===== src/rtl/edge_wait_seq_pkg.sv =====
package edge_wait_seq_pkg;

  typedef enum logic [1:0] {
    ST_IDLE = 2'd0,
    ST_WAIT = 2'd1,
    ST_CONT = 2'd2
  } ews_state_e;

  localparam int unsigned STATE_W = 2;

endpackage


===== src/rtl/ews_rst_sync.sv =====
module ews_rst_sync #(
  parameter int unsigned STAGES = 2
) (
  input  logic clk,
  input  logic arst_n,
  output logic rst_n_o
);

  logic [STAGES-1:0] chain_q;

  always_ff @(posedge clk or negedge arst_n) begin
    if (!arst_n) begin
      chain_q <= '0;
    end else begin
      chain_q <= {chain_q[STAGES-2:0], 1'b1};
    end
  end

  assign rst_n_o = chain_q[STAGES-1];

endmodule


===== src/rtl/ews_edge_det.sv =====
module ews_edge_det #(
  parameter int unsigned SYNC_STAGES = 2
) (
  input  logic clk,
  input  logic rst_n,
  input  logic din,
  output logic level_o,
  output logic rise_o
);

  localparam int unsigned ARM_W = SYNC_STAGES + 1;

  logic [SYNC_STAGES-1:0] sync_q;
  logic [ARM_W-1:0]       arm_q;
  logic                   prev_q;
  logic                   sample_en;

  assign sample_en = 1'b1;

  // synchronizer chain
  always_ff @(posedge clk or negedge rst_n) begin
    if (!rst_n) begin
      sync_q <= '0;
    end else if (sample_en) begin
      sync_q <= {sync_q[SYNC_STAGES-2:0], din};
    end
  end

  assign level_o = sync_q[SYNC_STAGES-1];

  // previous-sample register, updated every clock regardless of consumer state
  always_ff @(posedge clk or negedge rst_n) begin
    if (!rst_n) begin
      prev_q <= 1'b0;
    end else if (sample_en) begin
      prev_q <= level_o;
    end
  end

  // arming chain: detection is enabled only once prev_q holds a true sample
  always_ff @(posedge clk or negedge rst_n) begin
    if (!rst_n) begin
      arm_q <= '0;
    end else if (sample_en) begin
      arm_q <= {arm_q[ARM_W-2:0], 1'b1};
    end
  end

  assign rise_o = arm_q[ARM_W-1] & level_o & ~prev_q;

endmodule


===== src/rtl/ews_flag.sv =====
module ews_flag #(
  parameter bit CLEAR_WINS = 1'b0
) (
  input  logic clk,
  input  logic rst_n,
  input  logic set_i,
  input  logic clr_i,
  output logic flag_o
);

  logic flag_q;
  logic flag_d;

  generate
    if (CLEAR_WINS) begin : g_clear_first
      always_comb begin
        flag_d = flag_q;
        if (clr_i) begin
          flag_d = 1'b0;
        end else if (set_i) begin
          flag_d = 1'b1;
        end
      end
    end else begin : g_set_first
      always_comb begin
        flag_d = flag_q;
        if (set_i) begin
          flag_d = 1'b1;
        end else if (clr_i) begin
          flag_d = 1'b0;
        end
      end
    end
  endgenerate

  always_ff @(posedge clk or negedge rst_n) begin
    if (!rst_n) begin
      flag_q <= 1'b0;
    end else begin
      flag_q <= flag_d;
    end
  end

  assign flag_o = flag_q;

endmodule


===== src/rtl/ews_fsm.sv =====
module ews_fsm
  import edge_wait_seq_pkg::*;
(
  input  logic               clk,
  input  logic               rst_n,
  input  logic               go_i,
  input  logic               pending_i,
  output logic [STATE_W-1:0] state_o,
  output logic               in_wait_o,
  output logic               done_o
);

  ews_state_e state_q;
  ews_state_e state_d;

  always_comb begin
    state_d = state_q;
    unique case (state_q)
      ST_IDLE: if (go_i)      state_d = ST_WAIT;
      ST_WAIT: if (pending_i) state_d = ST_CONT;
      ST_CONT:                state_d = ST_IDLE;
      default:                state_d = ST_IDLE;
    endcase
  end

  always_ff @(posedge clk or negedge rst_n) begin
    if (!rst_n) begin
      state_q <= ST_IDLE;
    end else begin
      state_q <= state_d;
    end
  end

  assign state_o   = state_q;
  assign in_wait_o = (state_q == ST_WAIT);
  assign done_o    = (state_q == ST_CONT);

endmodule


===== src/rtl/edge_wait_seq.sv =====
module edge_wait_seq
  import edge_wait_seq_pkg::*;
#(
  parameter int unsigned SYNC_STAGES = 2,
  parameter int unsigned RST_STAGES  = 2,
  parameter bit          CLEAR_WINS  = 1'b0
) (
  input  logic               clk,
  input  logic               rst_n,
  input  logic               slow_in,
  input  logic               go,
  output logic [STATE_W-1:0] state_o,
  output logic               pending_o,
  output logic               done_o
);

  logic rst_sync_n;
  logic slow_level;
  logic edge_rise;
  logic in_wait;

  ews_rst_sync #(.STAGES(RST_STAGES)) u_rst_sync (
    .clk     (clk),
    .arst_n  (rst_n),
    .rst_n_o (rst_sync_n)
  );

  ews_edge_det #(.SYNC_STAGES(SYNC_STAGES)) u_edge_det (
    .clk     (clk),
    .rst_n   (rst_sync_n),
    .din     (slow_in),
    .level_o (slow_level),
    .rise_o  (edge_rise)
  );

  ews_flag #(.CLEAR_WINS(CLEAR_WINS)) u_flag (
    .clk    (clk),
    .rst_n  (rst_sync_n),
    .set_i  (edge_rise),
    .clr_i  (in_wait),
    .flag_o (pending_o)
  );

  ews_fsm u_fsm (
    .clk       (clk),
    .rst_n     (rst_sync_n),
    .go_i      (go),
    .pending_i (pending_o),
    .state_o   (state_o),
    .in_wait_o (in_wait),
    .done_o    (done_o)
  );

  logic unused_level;
  assign unused_level = slow_level;

endmodule


===== config.mk =====
export PLATFORM = sky130hd
export DESIGN_NAME = edge_wait_seq
export DESIGN_NICKNAME = d
export VERILOG_FILES = /design/src/rtl/edge_wait_seq_pkg.sv /design/src/rtl/ews_rst_sync.sv /design/src/rtl/ews_edge_det.sv /design/src/rtl/ews_flag.sv /design/src/rtl/ews_fsm.sv /design/src/rtl/edge_wait_seq.sv
export SDC_FILE = /design/constraint.sdc
export NUM_CORES = 1
export LEC_CHECK = 0
export BUFFER_PORTS_ARGS = -buffer_cell sky130_fd_sc_hd__buf_2
export CORE_AREA = 3 3 40 42
export DETAILED_ROUTE_END_ITERATION = 8
export DIE_AREA = 0 0 43 45
export SLEW_MARGIN = 10
export SYNTH_ARGS = -nofsm -noshare
export SYNTH_HDL_FRONTEND = slang
export SYNTH_SLANG_ARGS = --single-unit

===== constraint.sdc =====
create_clock -name clk -period 1.1 [get_ports clk]
set_input_delay 0.055 -clock clk [delete_from_list [all_inputs] [get_ports clk]]
set_output_delay 0.055 -clock clk [all_outputs]
set_load 0.02 [all_outputs]

* After elaboration in Yosys (flattened, before gate mapping)
Cells that the tools add are included.
** Operators by class
- Reduce and logical (&&, ||, !) cells :: 3
- Mux-type cells :: 5
- Bitwise gates (word level) :: 3
- Equal/unequal tests :: 4
** Operator list (count)
- 2-to-1 mux 2 bit :: 2
- one-hot mux 2 bit (2 select lines) :: 1
- AND 1 bit :: 2
- == test 2 x 1 -> 1 bit (second input constant) :: 1
- == test 2 bit (second input constant) :: 1
- logical NOT 2 bit :: 1
- 2-to-1 mux 1 bit :: 2
- inequality test 2 x 1 -> 1 bit (second input constant) :: 1
- inequality test 2 bit (second input constant) :: 1
- AND reduction 2 bit :: 1
- nonzero test 2 bit :: 1
- inverter 1 bit :: 1
** Storage, ports and cells
- Output and inout port bits :: 4
- Word-level logic and storage cells :: 21
- Register bits :: 11
- Input bits :: 4

* Longest topological paths before layout
Gate-level depths: netlist of the first run.
- Depth after elaboration :: 3
- Mapped depth :: 2
- Depth with buffers taken out :: 2

* Hierarchy
Synthesis of the first run repeated with hierarchy kept, for this count alone.
** Second synthesis, totals
- Cell total of the unflattened synthesis :: 21
- Area, all modules :: 342.8 um^2
** By module, submodules not included
- ews_edge_det :: sequential area each 150.1 um^2, cells each 8, instances 1, area an instance 162.7 um^2
- ews_fsm :: sequential area each 50.0 um^2, cells each 7, instances 1, area an instance 90.1 um^2
- ews_rst_sync :: sequential area each 50.0 um^2, cells each 3, instances 1, area an instance 53.8 um^2
- ews_flag :: sequential area each 25.0 um^2, cells each 3, instances 1, area an instance 36.3 um^2

* Least setup slack after synthesis of the first run
Ideal clock, no wire load.
- Kind :: reg-to-reg
- Start :: register u_fsm.state_q[1] (netlist: u_fsm.state_o[1])
- End :: register u_flag.flag_q (netlist: u_flag.flag_o)
- Period minus slack after synthesis :: 867 ps
- Setup time :: 122 ps
- Arrival time :: 746 ps
- Buffers on the path :: 0
- Required time :: 978 ps
- Stages on the path, launching flop included :: 3
- Path slack :: 233 ps
- Cell sequence :: dfrtp_1 > nand2b_1 > o2bb2ai_1
** Between the ends
- Longest elaborated chain between the ends :: 2
** RTL lines
- from (decl) :: line ews_fsm.sv:13 : ews_state_e state_q;
- from (signal assigned) :: line ews_fsm.sv:30 : state_q <= state_d;
- == test 2 x 1 -> 1 bit :: line ews_fsm.sv:35 : assign in_wait_o = (state_q == ST_WAIT);
- nonzero test 2 bit (no line)
- to (signal assigned) :: line ews_flag.sv:40 : flag_q <= flag_d;
- to (decl) :: line ews_flag.sv:11 : logic flag_q;
Every way passes these cells.
A chain may end at the register's enable or synchronous reset.

* Final worst setup path of the first run
- Start :: register u_fsm.state_q[1] (netlist: u_fsm.state_o[1])
- End :: output done_o
** Between the ends
- Longest elaborated chain between the ends :: 1
** RTL lines
- == test 2 bit :: line ews_fsm.sv:36 : assign done_o = (state_q == ST_CONT);
- to (decl) :: line edge_wait_seq.sv:14 : output logic done_o
Every way passes these cells.

==> results.md, run 1 <==
* H-tree depth at 1
* Antenna Cells at 0
* Mean Syn Cell Area at 16.3 sq um
* Share of power burned in registers at roughly half
* Initial antenna violation count at 0
* Largest net degree at the start of global routing at 10
* Top post-synthesis cells by area: dfrtp_1 85%, and2b_2 2.7%, o2bb2ai_1 2.7%
* Max_cap viols at 0
* Hold Violations, Final at 0
* TritonCTS Buffers at 3
* First-pass DRT Iterations at 2
* Global-route usage over all layers at 5.41%
* Post-Route Setup TNS at 0 ns
* Max clock buf depth at 2
* Port buffer count at 7
* DPL Wire Length at around 310 um
* Mapped Cells at 20
* FF+latch count, synth at 11
* Leading area contributor after synthesis: dfrtp_1
* DR vias/cell at 3.90
* Fillers at 131
* Max Fanout on Critical Path at 4
* Fin worst setup slack at around 0.064 ns
* Worst-path clk slew at 0.06 ns
* Post-synthesis sequential area ratio at between 80% and 90%
* Initial core utilization at 25.3%
* Crit Path Class: reg -> out
* CORE AREA at 1280 sq um
* Fin Hold WS at 0.0657 ns
* Gate power share at 22.6%
* Top achievable clock speed at 966 MHz
* Crit path time final at 1.04 ns
* P_int at 0.000695 W
* Clk sinks at 11
* Fin. max-slew vios at 0
* Synthesis-to-layout area growth at 36.2%
* Final nets at 40
* Peak VDD IR at ~650 uV
* Row count at 13
* Most frequent cells in the layout: 11 x dfrtp_1, 6 x buf_2, 3 x clkbuf_4
* Area fraction of the dominant cell type after synthesis at 84.6%
* GPL Wtd Cong at 0.658
* Setup Viol. Count Final at 0
* Die Ht at 45 um
* CTS tree: built
* Worst Hold Class: in -> reg
* Layout cells sized above 1 at 34.3%
* Pwr Density at 2170 nW/um^2
* Most common cell after layout, fill and taps aside: dfrtp_1
* Avg WL per Cell at 8.38 um
* Vias in the first global route at 206
* Residual DRC at 0
* CP required at 1.04 ns
* Net Sw Frac at 27.7%
* Worst skew pair latency at 0.25 ns
* Status: finished, final reports clean
* RSZ-0062 raised after global routing: false
* Vias at 195
* Mapped cell area at 325 sq um
* Critical path startpoint category: register
* Die X at 43 um
* Psw at approximately 0.00027 W
* Clock Power Share at 26.3%
* Period utilization at a little over nine tenths
* Leak pwr at between 0.2 and 0.25 nW
* Total Routed Length at 419 um
* Area after DPL at 383 sq um
* Pre-CTS setup slack at 0.282 ns
* Antenna-violating nets left at 0
* Crit path from: u_fsm.state_o[1]$_DFFE_PN0P_
* Ys Warns at 0
* Crit. End Element: output port
* CP Data Arrival Time at 0.98 ns
* Finished Cell Area at between 400 and 500 sq um
* Full die area at 1940 sq um
* First-pass GRT wire length at 752 um
* IO Count at 8
* Hold path start: go
* Global route overflow at 0
* Worst r2r src: u_fsm.state_o[0]$_DFFE_PN0P_
* Drt first-iter violations at 1
* Distinct cells, synth at 9
* Clk root buf: clkbuf_4
* Clk_skew at about 0.0023 ns
## area by class of cell
class                   instances  area [sq um]  area share, %
flip-flops and latches         11           275           62.1
clock buffers                   4          26.3           5.93
multi-input cells               9          50.0           11.3
well taps                      15          18.8           4.24
repair buffers                 10          68.8           15.5
inverters                       1          3.75          0.847
## cell families after synthesis
kind of cell,count (synthesis),share of synthesized area [%]
other,1,1.15
buffers and inverters,1,1.15
AO/OA/AOI/OAI,2,5.00
AND/OR/NAND/NOR,5,8.08
flip-flops,11,84.6
## layer usage
layer	wire length, um	up-vias	share of wire (%)	global-route usage [%]
met1	177	95	42	5.05
met2	194	8	46	9.28
met3	47	0	11	1.59
met5	0	-	0	0
met4	0	0	0	5.42
li1	-	92	-	-
## state kept, by name (all words and copies together), names as in the netlist
signal,count
u_edge_det.sync_q,2
u_fsm.state_o,2
u_edge_det.arm_q,3
u_edge_det.prev_q,1
u_flag.flag_o,1
u_rst_sync.chain_q,2
## cells in the mapped netlist
library cell  number
nor2_1             2
and2b_2            1
conb_1             1
a211oi_1           1
dfrtp_1           11
nand2b_1           1
o2bb2ai_1          1
inv_1              1
nand2_1            1
## per-stage QoR
step           util (%)  cells  power (W)
2_1_floorplan         -     21   0.000612
3_3_place_gp       29.8     43   0.000668
3_5_place_dp       29.8     43   0.000679
4_1_cts            34.0     50   0.000975
5_1_grt            34.5     50    0.00103
6_report           34.5     50   0.000961
## critical path, cell delays in order, from the launching register on
cell and delay (ns):
dfrtp_1 0.40, and2b_2 0.21, buf_6 0.13
## power by group through the flow
| stage | logic (W) | clock network (W) | registers (W) |
|---|---|---|---|
| CTS | 0.000212 | 0.000271 | 0.000492 |
| global placement | 0.000165 | 0 | 0.000503 |
| floorplan | 0.0000628 | 0 | 0.000549 |
| detailed placement | 0.000168 | 0 | 0.000511 |
| global route | 0.000238 | 0.000291 | 0.000500 |
| finish | 0.000218 | 0.000253 | 0.000490 |
## worst paths after layout
path                                                         to  slack, ns  cells past startpoint
worst max-delay path                                     done_o       0.06                      2
worst min-delay path               u_fsm.state_o[0]$_DFFE_PN0P_       0.07                      3
worst max register to register     u_fsm.state_o[0]$_DFFE_PN0P_       0.27                      2
worst min register to register     u_fsm.state_o[0]$_DFFE_PN0P_       0.14                      0
max in group asynchronous             u_flag.flag_o$_DFFE_PN0P_       0.70                      0
min in group asynchronous       u_rst_sync.chain_q[0]$_DFF_PN0_       0.10                      2
## timing repair
action / 4_1_cts / 5_1_grt
hold endpoints to repair: 3 / 0
setup endpoints to repair: 1 / 1
hold buffers: 2 / 0
gates cloned: 0 / 0
gates resized for setup: 0 / 2
buffers inserted: 1 / 0
Note: power is estimated with default switching activity, not from simulation.
==> run 2: changes to the inputs <==
CORE_AREA = 2 2 39 41   (was 3 3 40 42)
DIE_AREA = 0 0 41 43   (was 0 0 43 45)
==> run 2 against run 1 <==
Effect of this change:
- via count decreased by 3.1%
- hold slack worse by 0.0015 ns
- combinational power down 6%
- sequential power is essentially flat
- maximum frequency down 1.2%
- core utilization is 2.8 points lower
- final area fell by 1.1%
- die area down 8.9%
- largest cell class unchanged
- highest routed layer unchanged
==> results.md, run 2 (synthesized netlist as in run 1, its figures left out) <==
* Status: finished, final reports clean
* Top Metal Used: met3
* Most common cell after layout, fill and taps aside: dfrtp_1
* Pwr Density at 2180 nW/um^2 (+0.46%)
* Largest net degree at the start of global routing at 10 (unchanged)
* Drt first-iter violations at 2 (+1)
* Vias in the first global route at 181 (-12%)
* Pre-CTS setup slack at 0.298 ns (+0.0164 ns)
* Non-Filler Instances at 51 (+2.0%)
* Max Fanout on Critical Path at 4 (unchanged)
* IO Count at 8 (unchanged)
* Fin. max-slew vios at 0 (unchanged)
* Reg with most FFs: u_edge_det.arm_q
* CTS tree: built
* Buf/Inv on CP at 1 (unchanged)
* First-pass GRT wire length at 648 um (-14%)
* Final Util at 31.6% (-2.8 points)
* Max FFs per register at 3 (unchanged)
* Global-route usage over all layers at 6.04% (+0.62 points)
* Top Family by Delay on Critical Path: flip-flops
* Antenna-violating nets left at 0 (unchanged)
* Met1 WL at 175 um (-1.1%)
* Hold Violations, Final at 0 (unchanged)
* TritonCTS Buffers at 3 (unchanged)
* Clk_skew at 0.00111 ns (-0.00115 ns)
* DPL Wire Length at 303 um (-2.9%)
* H-tree depth at 1 (unchanged)
* Slowest stage delay, CP at 0.40 ns (about the same)
* First-pass DRT Iterations at 2 (unchanged)
* Full die area at 1760 sq um (-8.9%)
* Critical path startpoint category: register
* Max clock buf depth at 2 (unchanged)
* Setup Viol. Count Final at 0 (unchanged)
* Total Routed Length at 447 um (+6.7%)
* Most frequent cells in the layout: 11 x dfrtp_1, 7 x buf_2, 3 x clkbuf_4
* RSZ-0062 raised after global routing: false
* Routed length on met3 at 44 um (-6.4%)
* Die Ht at 43 um (-4.4%)
* Antenna Cells at 0 (unchanged)
* Worst Hold Class: in -> reg
* Clk sinks at 11 (unchanged)
* Global route overflow at 0 (unchanged)
* Worst-path clk slew at 0.06 ns (about the same)
* Synthesis-to-layout area growth at 34.6%
* Post-CTS Resized at 0 (unchanged)
* Avg WL per Cell at 8.76 um (+4.6%)
* Peak VDD IR at 636 uV (-2.6%)
* GPL Wtd Cong at 0.598 (-9.1%)
* Vias at 189 (-3.1%)
* Crit. End Element: output port
* Slowest-stage cell, CP: dfrtp_1
* Post-Route Setup TNS at 0 ns (unchanged)
* Port buffer count at 7 (unchanged)
* Fin worst setup slack at 0.0517 ns (-0.0127 ns)
* CP Data Arrival Time at 0.99 ns (about the same)
* Period utilization at 95.3% (+1.2 points)
* Layout cells sized above 1 at 34.3% (unchanged)
* DR WL met2 at 226 um (+16%)
* Final nets at 40 (unchanged)
* Crit path time final at 1.05 ns (+0.0127 ns)
* CORE AREA at 1380 sq um (+7.7%)
* Initial core utilization at 23.5% (-1.8 points)
* Initial antenna violation count at 0 (unchanged)
* Clk root buf: clkbuf_4
* Max_cap viols at 0 (unchanged)
* Top achievable clock speed at 954 MHz (-1.2%)
* Die X at 41 um (-4.7%)
* Fin Hold WS at 0.0642 ns (-0.00154 ns)
* Residual DRC at 0 (unchanged)
* CP required at 1.04 ns (about the same)
* Critical Path, Cell by Cell: and2b_2 -> buf_2
* Worst skew pair latency at 0.26 ns (about the same)
* DR vias/cell at 3.71 (-5.0%)
* Row count at 14 (+1)
* Leak pwr at 0.217 nW (-0.32%)
* DP Cell Count at 44 (+2.3%)
* Crit Path Class: reg -> out
==> run 2: cell count changes in the layout (fill, tap and decap cells not counted) <==
cell | previous run | this run
buf_2 | 6 | 7
buf_6 | 1 | 0
==> run 2: routing by layer <==
metal  track usage (%)  up-vias
li1                  -       90
met3              1.57        0
met5                 0        -
met1              6.16       91
met2              8.13        8
met4              8.00        0
==> run 2: final timing paths <==
kind / from / end / slack, ns / cells after the start
max: u_fsm.state_o[1]$_DFFE_PN0P_ / done_o / 0.05 / 2
min: go / u_fsm.state_o[0]$_DFFE_PN0P_ / 0.06 / 3
max reg2reg: u_fsm.state_o[0]$_DFFE_PN0P_ / u_fsm.state_o[0]$_DFFE_PN0P_ / 0.28 / 3
min reg2reg: u_rst_sync.chain_q[1]$_DFF_PN0_ / u_edge_det.prev_q$_DFF_PN0_ / 0.14 / 0
max in group asynchronous: u_rst_sync.chain_q[1]$_DFF_PN0_ / u_fsm.state_o[0]$_DFFE_PN0P_ / 0.70 / 0
min in group asynchronous: rst_n / u_rst_sync.chain_q[1]$_DFF_PN0_ / 0.11 / 2
==> run 2: final cells by class <==
cell class	instances	area, sq um
Multi-Input combinational cell	9	50.0
Timing Repair Buffer	10	62.6
Sequential cell	11	275
Fill cell	138	946
Clock buffer	4	26.3
Inverter	1	3.75
Tap cell	16	20.0
==> run 2: through the flow <==
stage,power (W),instance area (sq um)
floorplan,0.000612,329
global placement,0.000670,384
detailed placement,0.000677,384
CTS,0.000950,430
global route,0.00102,438
finish,0.000955,438
==> run 2: what timing repair did <==
action                                  4_1_cts  5_1_grt
endpoints found under the hold margin         3        0
hold buffers                                  2        0
endpoints found under the setup margin        0        1
setup buffers                                 0        1
==> run 2: worst register-to-register path: cells and delay by family, from the launching register on <==
| family | cells | cell delay [ns] |
|---|---|---|
| AO/OA/AOI/OAI | 1 | 0.22 |
| buffers and inverters | 1 | 0.12 |
| AND/OR/NAND/NOR | 1 | 0.04 |
| flip-flops | 1 | 0.35 |
==> run 2: power breakdown <==
part | total [W] | switching [W] | internal (W)
logic | 0.000204 | 0.000112 | 0.0000923
registers | 0.000493 | 0.0000369 | 0.000456
clock network | 0.000258 | 0.000118 | 0.000140
total | 0.000955 | 0.000267 | 0.000688
==> run 3: changes to the inputs <==
clock period = 1 ns   (was 1.1 ns; I/O delays follow)
==> run 3 against run 2 <==
Effect of this change:
- non-clock buffer count grew 1
- worst setup slack got worse by 0.048 ns
- final area up 6.0%
- critical endpoint unchanged
- hold slack better by 0.0025 ns
- clock skew about the same
- global-route usage unchanged
- power is 17% higher
- clock power up 10%
- register-to-register slack got worse by 0.18 ns
- via count is 4.2% higher
- critical path depth unchanged
==> results.md, run 3 (synthesized netlist as in run 1, its figures left out) <==
* Max clock buf depth at 2 (unchanged)
* Global-route usage over all layers at 6.04% (unchanged)
* Worst-path clk slew at 0.06 ns (about the same)
* H-tree depth at 1 (unchanged)
* Pwr Density at 2410 nW/um^2 (+10%)
* Drt first-iter violations at 2 (unchanged)
* Tot Pwr at 0.00112 W (+17%)
* Crit Path Class: reg -> out
* Status: finished, final reports clean
* Setup Viol. Count Final at 0 (unchanged)
* TritonCTS Buffers at 3 (unchanged)
* Antenna Cells at 0 (unchanged)
* Share of power burned in registers at 47.7% (-3.9 points)
* Port buffer count at 7 (unchanged)
* Final nets at 41 (+2.5%)
* Most frequent cells in the layout: 11 x dfrtp_1, 4 x buf_2, 3 x clkbuf_4, 3 x buf_6
* Die Ht at 43 um (unchanged)
* Total Routed Length at 452 um (+1.1%)
* Synthesis-to-layout area growth at 42.7%
* Residual DRC at 0 (unchanged)
* CP required at 0.95 ns (-0.09 ns)
* Crit path time final at 0.996 ns
* Clk sinks at 11 (unchanged)
* Largest net degree at the start of global routing at 10 (unchanged)
* Gate power share at 26.9% (+5.5 points)
* Row count at 14 (unchanged)
* Avg WL per Cell at 8.69 um (-0.83%)
* Most common cell after layout, fill and taps aside: dfrtp_1
* Global route overflow at 0 (unchanged)
* CP Data Arrival Time at 0.95 ns (-0.04 ns)
* IO Count at 8 (unchanged)
* Period utilization at between 90% and 100%
* GPL Wtd Cong at 0.598 (unchanged)
* Max_cap viols at 0 (unchanged)
* Critical path startpoint category: register
* Net Sw Frac at 27.3% (-0.65 points)
* Reg with most FFs: u_edge_det.arm_q
* Max Fanout on Critical Path at 2 (-2)
* Top achievable clock speed at 1000 MHz
* Full die area at 1760 sq um (unchanged)
* P_int at 0.000813 W (+18%)
* Worst Hold Class: in -> reg
* Peak VDD IR at 668 uV (+5.1%)
* Die X at 41 um (unchanged)
* Fin. max-slew vios at 0 (unchanged)
* First-pass DRT Iterations at 2 (unchanged)
* Crit. End Element: output port
* Vias in the first global route at 184 (+1.7%)
* Layout cells sized above 1 at 36.1% (+1.8 points)
* DR vias/cell at 3.79 (+2.2%)
* Psw at 0.000305 W (+14%)
* Max FFs per register at 3 (unchanged)
* Fin Hold WS at 0.0667 ns (+0.00254 ns)
* Clock Power Share at 25.4% (-1.6 points)
* Initial antenna violation count at 0 (unchanged)
* Hold Violations, Final at 0 (unchanged)
* Clk root buf: clkbuf_4
* Antenna-violating nets left at 0 (unchanged)
* Leak pwr at 0.226 nW (+4.3%)
* CORE AREA at 1380 sq um (unchanged)
* Vias at 197 (+4.2%)
* Initial core utilization at 23.5% (unchanged)
* Worst skew pair latency at 0.26 ns (about the same)
* RSZ-0062 raised after global routing: true
* DPL Wire Length at 303 um (unchanged)
* Clk_skew at 0.00104 ns (-0.0000755 ns)
* CTS tree: built
* First-pass GRT wire length at 648 um (unchanged)
## run 3: cell types whose count changed in the layout (fill, tap and decap cells not counted), sizes merged
cell and delta:
buf +1
## run 3: path summary, 6_finish.rpt
check	endpoint	startpoint	cells past startpoint	slack, ns
setup / recovery	done_o	u_fsm.state_o[1]$_DFFE_PN0P_	2	0.004
hold / removal	u_fsm.state_o[0]$_DFFE_PN0P_	go	3	0.07
setup reg to reg	u_flag.flag_o$_DFFE_PN0P_	u_fsm.state_o[1]$_DFFE_PN0P_	3	0.10
hold reg to reg	u_edge_det.prev_q$_DFF_PN0_	u_rst_sync.chain_q[1]$_DFF_PN0_	0	0.14
max in group asynchronous	u_edge_det.arm_q[2]$_DFF_PN0_	u_rst_sync.chain_q[1]$_DFF_PN0_	0	0.60
min in group asynchronous	u_rst_sync.chain_q[1]$_DFF_PN0_	rst_n	2	0.10
## run 3: per-stage QoR
stage          std cells  worst slack, ns   TNS, ns  utilization [%]  cell area [sq um]
4_1_cts               52         -0.00985  -0.00985             32.6                452
3_3_place_gp          44            0.215         0             27.8                384
3_5_place_dp          44            0.198         0             27.8                384
5_1_grt               52          -0.0461   -0.0461             33.5                464
6_report              52          0.00358         0             33.5                464
2_1_floorplan         21            0.133         0                -                329
## run 3: power groups by stage
stage | clock (W) | sequential, W | combinational (W)
global route | 0.000331 | 0.000540 | 0.000321
floorplan | 0 | 0.000604 | 0.0000691
detailed placement | 0 | 0.000561 | 0.000183
CTS | 0.000302 | 0.000535 | 0.000260
global placement | 0 | 0.000556 | 0.000182
finish | 0.000284 | 0.000533 | 0.000301
## run 3: repair_timing
action	in CTS	in global routing
endpoints found under the setup margin	1	3
endpoints found under the hold margin	3	0
hold buffers	2	0
buffers inserted	2	0
gates resized for setup	2	4
## run 3: layer usage
layer	up-vias	part of all wire, %	track usage, %
met5	-	0	0
met4	0	0	8.00
met3	0	9.1	1.57
met2	8	51	8.44
met1	97	40	5.82
li1	92	-	-
## run 3: cell type report
cell class                 count  area, sq um
sequential                    11          275
tap                           16         20.0
fill                         141          920
inverter                       1         3.75
clock buffer                   4         26.3
multi-input combinational      9         50.0
timing repair buffer          11         88.8
## run 3: worst max-delay path, cell delays in order (launching register included)
cell	delay [ns]
dfrtp_1	0.37
and2b_2	0.19
buf_6	0.12
